$ cat src/rtl/sysreg_pkg.sv
package sysreg_pkg;

    localparam int DATA_W = 32;
    localparam int RT_W   = 4;

    typedef enum logic [1:0] {
        SEL_NONE = 2'd0,
        SEL_ID   = 2'd1,
        SEL_AFF  = 2'd2,
        SEL_CTL  = 2'd3
    } reg_sel_e;

    typedef struct packed {
        logic [2:0] op1;
        logic [3:0] crn;
        logic [3:0] crm;
        logic [2:0] op2;
    } sel_tuple_t;

    localparam sel_tuple_t KEY_ID  = '{op1: 3'd0, crn: 4'd0, crm: 4'd0, op2: 3'd0};
    localparam sel_tuple_t KEY_AFF = '{op1: 3'd0, crn: 4'd0, crm: 4'd0, op2: 3'd1};
    localparam sel_tuple_t KEY_CTL = '{op1: 3'd0, crn: 4'd1, crm: 4'd0, op2: 3'd0};

    localparam int CTL_MMU_BIT = 0;
    localparam int CTL_DC_BIT  = 2;
    localparam int CTL_BP_BIT  = 11;
    localparam int CTL_IC_BIT  = 12;

    localparam logic [DATA_W-1:0] CTL_WMASK =
        (DATA_W'(1) << CTL_MMU_BIT) | (DATA_W'(1) << CTL_DC_BIT) |
        (DATA_W'(1) << CTL_BP_BIT)  | (DATA_W'(1) << CTL_IC_BIT);

    localparam logic [1:0]      PRIV_PL0 = 2'd0;
    localparam logic [RT_W-1:0] RT_PC    = RT_W'(15);

endpackage

$ cat src/rtl/sysreg_decode.sv
module sysreg_decode
    import sysreg_pkg::*;
(
    input  logic [2:0] op1,
    input  logic [3:0] crn,
    input  logic [3:0] crm,
    input  logic [2:0] op2,
    output reg_sel_e   sel
);

    sel_tuple_t key;

    always_comb begin
        key = '{op1: op1, crn: crn, crm: crm, op2: op2};
        unique case (key)
            KEY_ID:  sel = SEL_ID;
            KEY_AFF: sel = SEL_AFF;
            KEY_CTL: sel = SEL_CTL;
            default: sel = SEL_NONE;
        endcase
    end

endmodule

$ cat src/rtl/sysreg_guard.sv
module sysreg_guard
    import sysreg_pkg::*;
(
    input  logic [1:0]      priv,
    input  logic [RT_W-1:0] rt,
    input  reg_sel_e        sel,
    output logic            undef
);

    logic priv_bad;
    logic rt_bad;
    logic sel_bad;

    always_comb begin
        priv_bad = (priv == PRIV_PL0);
        rt_bad   = (rt == RT_PC);
        sel_bad  = (sel == SEL_NONE);
        undef    = priv_bad | rt_bad | sel_bad;
    end

endmodule

$ cat src/rtl/sysreg_ctl.sv
module sysreg_ctl
    import sysreg_pkg::*;
(
    input  logic              clk,
    input  logic              rst_n,
    input  logic              wr_en,
    input  logic [DATA_W-1:0] wdata,
    output logic [DATA_W-1:0] ctl_q
);

    logic [DATA_W-1:0] ctl_d;

    always_comb begin
        ctl_d = ctl_q;
        if (wr_en) begin
            ctl_d = wdata & CTL_WMASK;
        end
    end

    always_ff @(posedge clk) begin
        if (!rst_n) begin
            ctl_q <= '0;
        end else begin
            ctl_q <= ctl_d;
        end
    end

    // without a write enable the register holds its value
    p_ctl_hold_r4: assert property (@(posedge clk) disable iff (!rst_n)
        !wr_en |=> $stable(ctl_q));

    // a write lands the masked data
    p_ctl_write_r4: assert property (@(posedge clk) disable iff (!rst_n)
        wr_en |=> (ctl_q == ($past(wdata) & CTL_WMASK)));

endmodule

$ cat src/rtl/sysreg_access_unit.sv
module sysreg_access_unit
    import sysreg_pkg::*;
#(
    parameter logic [31:0] ID_VALUE  = 32'h4A10_3C21,
    parameter logic [31:0] AFF_VALUE = 32'h8000_0002
) (
    input  logic        clk,
    input  logic        rst_n,
    input  logic        req_valid,
    input  logic        req_write,
    input  logic [2:0]  req_op1,
    input  logic [3:0]  req_crn,
    input  logic [3:0]  req_crm,
    input  logic [2:0]  req_op2,
    input  logic [3:0]  req_rt,
    input  logic [31:0] req_wdata,
    input  logic [1:0]  req_priv,
    output logic        rsp_valid,
    output logic [31:0] rsp_rdata,
    output logic [3:0]  rsp_rt,
    output logic        rsp_undef,
    output logic        ctl_mmu_en,
    output logic        ctl_dcache_en,
    output logic        ctl_bpred_en,
    output logic        ctl_icache_en
);

    typedef struct packed {
        logic              valid;
        logic              undef;
        logic [RT_W-1:0]   rt;
        logic [DATA_W-1:0] rdata;
    } rsp_t;

    rsp_t              rsp_d, rsp_q;
    reg_sel_e          sel;
    logic              undef;
    logic              ctl_wr;
    logic [DATA_W-1:0] ctl_val;

    sysreg_decode u_decode (
        .op1 (req_op1),
        .crn (req_crn),
        .crm (req_crm),
        .op2 (req_op2),
        .sel (sel)
    );

    sysreg_guard u_guard (
        .priv  (req_priv),
        .rt    (req_rt),
        .sel   (sel),
        .undef (undef)
    );

    sysreg_ctl u_ctl (
        .clk   (clk),
        .rst_n (rst_n),
        .wr_en (ctl_wr),
        .wdata (req_wdata),
        .ctl_q (ctl_val)
    );

    always_comb begin
        rsp_d       = '0;
        rsp_d.valid = req_valid;
        rsp_d.rt    = req_rt;
        rsp_d.undef = req_valid & undef;
        ctl_wr      = req_valid & req_write & ~undef & (sel == SEL_CTL);
        if (req_valid && !undef && !req_write) begin
            unique case (sel)
                SEL_ID:  rsp_d.rdata = ID_VALUE;
                SEL_AFF: rsp_d.rdata = AFF_VALUE;
                SEL_CTL: rsp_d.rdata = ctl_val;
                default: rsp_d.rdata = '0;
            endcase
        end
    end

    always_ff @(posedge clk) begin
        if (!rst_n) begin
            rsp_q <= '0;
        end else begin
            rsp_q <= rsp_d;
        end
    end

    assign rsp_valid     = rsp_q.valid;
    assign rsp_undef     = rsp_q.undef;
    assign rsp_rt        = rsp_q.rt;
    assign rsp_rdata     = rsp_q.rdata;
    assign ctl_mmu_en    = ctl_val[CTL_MMU_BIT];
    assign ctl_dcache_en = ctl_val[CTL_DC_BIT];
    assign ctl_bpred_en  = ctl_val[CTL_BP_BIT];
    assign ctl_icache_en = ctl_val[CTL_IC_BIT];

    p_rsp_follows_req_r1: assert property (@(posedge clk) disable iff (!rst_n)
        req_valid |=> rsp_valid);

    p_no_rsp_when_idle_r1: assert property (@(posedge clk) disable iff (!rst_n)
        !req_valid |=> !rsp_valid);

    p_pl0_faults_r6: assert property (@(posedge clk) disable iff (!rst_n)
        (req_valid && req_priv == PRIV_PL0) |=> (rsp_valid && rsp_undef));

    p_pl0_keeps_ctl_r6: assert property (@(posedge clk) disable iff (!rst_n)
        (req_valid && req_priv == PRIV_PL0)
        |=> $stable({ctl_mmu_en, ctl_dcache_en, ctl_bpred_en, ctl_icache_en}));

    p_rt_pc_faults_r7: assert property (@(posedge clk) disable iff (!rst_n)
        (req_valid && req_rt == RT_PC) |=> (rsp_valid && rsp_undef));

    p_rt_pc_keeps_ctl_r7: assert property (@(posedge clk) disable iff (!rst_n)
        (req_valid && req_rt == RT_PC)
        |=> $stable({ctl_mmu_en, ctl_dcache_en, ctl_bpred_en, ctl_icache_en}));

    p_undef_zero_data_r8: assert property (@(posedge clk) disable iff (!rst_n)
        (rsp_valid && rsp_undef) |-> (rsp_rdata == '0));

    p_rt_echo_r10: assert property (@(posedge clk) disable iff (!rst_n)
        req_valid |=> (rsp_rt == $past(req_rt)));

endmodule

$ cat config.mk
export PLATFORM = sky130hd
export DESIGN_NAME = sysreg_access_unit
export DESIGN_NICKNAME = d
export VERILOG_FILES = /design/src/rtl/sysreg_pkg.sv /design/src/rtl/sysreg_decode.sv /design/src/rtl/sysreg_guard.sv /design/src/rtl/sysreg_ctl.sv /design/src/rtl/sysreg_access_unit.sv
export SDC_FILE = /design/constraint.sdc
export NUM_CORES = 1
export LEC_CHECK = 0
export BUFFER_PORTS_ARGS = -buffer_cell sky130_fd_sc_hd__buf_2
export CAP_MARGIN = 10
export CORE_ASPECT_RATIO = 0.6
export CORE_MARGIN = 10
export CORE_UTILIZATION = 25
export CTS_CLUSTER_DIAMETER = 60
export DETAILED_ROUTE_END_ITERATION = 10
export MAX_ROUTING_LAYER = met4
export PLACE_DENSITY = 0.76
export SETUP_SLACK_MARGIN = 0.4
export SYNTH_ARGS = -nofsm -noshare
export SYNTH_HDL_FRONTEND = slang
export SYNTH_SLANG_ARGS = --single-unit
$ cat constraint.sdc
create_clock -name clk -period 1.1 [get_ports clk]
set_input_delay 0.165 -clock clk [delete_from_list [all_inputs] [get_ports clk]]
set_output_delay 0.165 -clock clk [all_outputs]
set_load 0.05 [all_outputs]
After elaboration in Yosys (flattened, before gate mapping)
Cells that the tools add are included.
- register bits: 42
- output and inout bits: 42
- input bits: 56
- equality and inequality tests: 6
- reduce and logical (&&, ||, !) cells: 8
- bitwise operators: 7
- multiplexer cells: 2
- operator list (operator ; number):
    32-bit one-hot mux with 3 select lines ; 1
    14-bit by 1-bit equality test with 1-bit output (second input constant) ; 1
    14-bit by 8-bit equality test with 1-bit output (second input constant) ; 1
    14-bit logical NOT ; 1
    2-bit one-hot mux with 3 select lines ; 1
    1-bit bitwise AND ; 4
    2-bit equality test (second input constant) ; 2
    4-bit equality test (second input constant) ; 1
    2-bit logical NOT ; 2
    2-bit by 1-bit equality test with 1-bit output (second input constant) ; 1
    1-bit logical AND ; 2
    1-bit logical NOT ; 2
    1-bit bitwise OR ; 2
    2-bit AND reduction ; 1
    1-bit NOT ; 1

Longest topological paths before layout
- depth after elaboration: 8
- gate-level depth with buffers: 6

Cells and area by module
A second synthesis with hierarchy kept.
- cell total of the unflattened synthesis: 174
- area total of the unflattened synthesis: 1788.0 sq um
- by module, submodules not included (module ; cells each ; area an instance (sq um) ; seq. area each (sq um) ; instances):
    sysreg_access_unit ; 122 ; 1331.3 ; 760.7 ; 1
    sysreg_ctl ; 42 ; 370.4 ; 80.1 ; 1
    sysreg_decode ; 8 ; 65.1 ; 0.0 ; 1
    sysreg_guard ; 2 ; 21.3 ; 0.0 ; 1

Worst setup path after synthesis
OpenSTA, ideal clock, no wires.
- path kind: register to output
- start point: register, netlist name rsp_rdata[30]
- end point: output port rsp_rdata[10]
- required time: 0.935 ns
- path slack: -0.058 ns
- stages on the path, launching flop included: 2
- arrival: 0.993 ns
- cell sequence: dfxtp_1 buf_4
- RTL lines (element ; line ; source):
    to (decl) ; sysreg_access_unit.sv:19 ; output logic [31:0] rsp_rdata,

==> out/results.ini <==
[worst_setup_path]
start_kind = register
max_stage_delay_ns = 0.40
crit_fanout = 7
setup.worst_path.end_class = output pin
crit_buf_inv = 1
path_cells = buf_4
critical_path.slowest_cell = sky130_fd_sc_hd__dfxtp_4
worst_ep_arrival_time_ns = 0.86
path_class = reg2out
cp.required_ns = 0.94
cp_top_family = flip-flops

[routing]
remaining_design_rule_violation_count = 0
vias = 767
route.detailed.vias_per_inst = 4.102
post_drt_wl_per_cell_um = 14.60
ant_nets = 0
routed_wl_um = 2731
dr.first_iter.drc_count = 14
dr.pass1.iters = 4

[clocking]
ctsHtreeMaxLevel = 1
path_clk_slew_ns = 0.06
clock_sink_count = 16
cts_hold_fix_bufs = 0
cts_root_buf = sky130_fd_sc_hd__clkbuf_8
clkLatencyLatePin_ns = 0.25
clockBufferDepth = 2
cts_made_buffers = 3
cts_tree = built

[synthesis]
synth.yosys.warnings = 0
postSynthRegisterBits = 16
ys_top_cells_by_area = sky130_fd_sc_hd__dfxtp_1, sky130_fd_sc_hd__buf_4, sky130_fd_sc_hd__a21oi_1
number_of_unique_standard_cell_types_used_by_synthesis = 20
syn-instance-count = 89
syn_avg_cell_area_sq_um = 9.166
sequential_fraction_of_the_synthesis_area_pct = 39.26
synth_top_area_share_pct = 39.26
synthesis.area_sq_um = 815.8
post-synth-top-area-cell = sky130_fd_sc_hd__dfxtp_1

[run]
max_cap_violations = 0

[run_status]
status = completed

[placement]
detailed_place_hpwl_um = 2029
placed_cell_area_sq_mm = 0.001067
port_buffers = 50
gp_routability_congestion = 0.8285

[grt]
first_global_vias = 882
grt_remaining_overflow = 0
grt_antenna_before_repair = 0
grt_util_all_layers_pct = 8.846
grt_max_degree = 10
grt_pass1_wl_um = 4133

[floorplan]
die_h_um = 64.25
die-area_sq_mm = 0.006023
core_area_sq_mm = 0.003003
floorplan.die.width_um = 93.75
io-pin-count = 98
initial_utilization_pct = 27.17
std_cell_rows = 15

[final_layout]
syn2layout_area_growth_pct = 74.39
design_area_sq_mm = 0.001423
drive_gt1_share_pct = 66.90
post-route-util_pct = 47.38
multi_input_area_sq_um = 397.9
filler_cell_count_in_the_final_layout = 281
nets = 202
storage_cell_area_sq_um = 345.3
antennaDiodeCount = 0

[timing]
worst_clock_skew_ns = 0.003375
fin_crit_sh_pct = 93.40
top_achievable_clock_speed_mhz = 973.3
final-setup-viol-count = 0
slew_viol_final = 0
final.setup.tns_ns = 0
fin_worst_hold_slack_ns = 0.1351
finalHoldViolations = 0
period_needed_ns = 1.027
rsz0062_at_grt = yes

[power_and_ir_drop]
power.density_mw_per_mm2 = 1028
leakage_power_nw = 0.6746
ir_drop_uv = 535.8

[min_path]
hold_path_class = in2reg

## power breakdown
group,leakage [nW],total [mW],internal [mW],switching [mW]
registers,0.138,0.596,0.588,0.00736
clock network,0.0288,0.512,0.317,0.195
logic,0.508,0.354,0.102,0.252
## kinds of logic (layout without fill, tap and decap cells)
group | Yosys count | after routing | synth area share, %
other cells | 1 | 19 | 0.4597
simple gates | 25 | 25 | 21.47
flops | 16 | 16 | 39.26
buf+inv | 34 | 72 | 30.37
compound gates | 13 | 13 | 8.436
## cell usage after synthesis (all sizes together)
library cell,count
buf,29
dfxtp,16
a21oi,8
and2,5
inv,5
nand4,5
o21ai,4
nand3,3
nor2,3
nor4,3
nand2,2
a2bb2oi,1
and3,1
and4b,1
conb,1
nand4b,1
nor3b,1
## placed cells by master, fill, tap and decap left out
master                      netlist  layout
sky130_fd_sc_hd__nand3_2          0       2
sky130_fd_sc_hd__and4b_1          1       1
sky130_fd_sc_hd__nor4_4           0       3
sky130_fd_sc_hd__nor2_1           3       3
sky130_fd_sc_hd__clkbuf_8         0       4
sky130_fd_sc_hd__nand3_1          3       1
sky130_fd_sc_hd__nor3b_2          1       1
sky130_fd_sc_hd__nand4b_4         1       1
sky130_fd_sc_hd__and3_1           1       1
sky130_fd_sc_hd__buf_4           26      17
sky130_fd_sc_hd__o21ai_1          0       2
sky130_fd_sc_hd__o21ai_2          0       1
sky130_fd_sc_hd__dfxtp_4          0       2
sky130_fd_sc_hd__buf_6            3       4
sky130_fd_sc_hd__and2_4           0       1
sky130_fd_sc_hd__buf_2            0      25
sky130_fd_sc_hd__nand2_1          2       2
sky130_fd_sc_hd__o21ai_0          4       1
sky130_fd_sc_hd__nand4_1          5       5
sky130_fd_sc_hd__buf_8            0      17
sky130_fd_sc_hd__a21oi_2          0       3
sky130_fd_sc_hd__a21oi_4          0       1
sky130_fd_sc_hd__dfxtp_2          0      14
sky130_fd_sc_hd__and2_1           4       4
sky130_fd_sc_hd__conb_1           1      19
sky130_fd_sc_hd__a21oi_1          8       4
sky130_fd_sc_hd__a2bb2oi_2        0       1
sky130_fd_sc_hd__inv_1            5       5
## sequential cells by signal, summed over array words and instances (netlist names)
name / count
rsp_rdata: 6
rsp_undef: 1
rsp_valid: 1
rsp_rt: 4
u_ctl.ctl_q: 4
## stage by stage
stage | setup WS, ns | instances | power (mW)
after floorplan | 0.08877 | 107 | 0.8791
after detailed placement | -0.1411 | 175 | 0.9150
after global placement | -0.1419 | 175 | 0.9122
final | 0.07255 | 187 | 1.462
after CTS | 0.1060 | 183 | 1.444
after global routing | 0.04350 | 187 | 1.511
## layout make-up
class                      count  share of cell area [%]
tap                           42                   3.694
multi-input combinational     57                   27.97
inverter                       5                   1.319
timing repair buffer          63                   38.87
sequential                    16                   24.27
clock buffer                   4                   3.870
## routing by layer
metal  GRT usage [%]  vias to the layer above  wire (um)
met5               -                        -          0
met4           3.585                        0         14
met3           2.797                        2        161
met2           14.69                       50       1330
met1           9.614                      349       1223
li1                -                      366          -
## final timing paths
path / startpoint / endpoint / slack [ns] / cells past startpoint
min reg2reg: u_ctl.ctl_q[2]$_SDFFE_PN0P_ / rsp_rdata[2]$_SDFF_PN0_ / 0.58 / 3
min: req_rt[3] / rsp_rt[3]$_SDFF_PN0_ / 0.14 / 2
max: rsp_rdata[30]$_SDFF_PN0_ / rsp_rdata[20] / 0.07 / 1
max reg2reg: u_ctl.ctl_q[11]$_SDFFE_PN0P_ / u_ctl.ctl_q[11]$_SDFFE_PN0P_ / 0.29 / 4
## what timing repair did
| item | in CTS | in global routing |
|---|---|---|
| endpoints found under the setup margin | 34 | 34 |
| hold endpoints to repair | 0 | 0 |
| gates resized for setup | 65 | 6 |
| pin swaps | 2 | 8 |
| setup buffers | 4 | 4 |
Power figures use the tool's default switching activity.
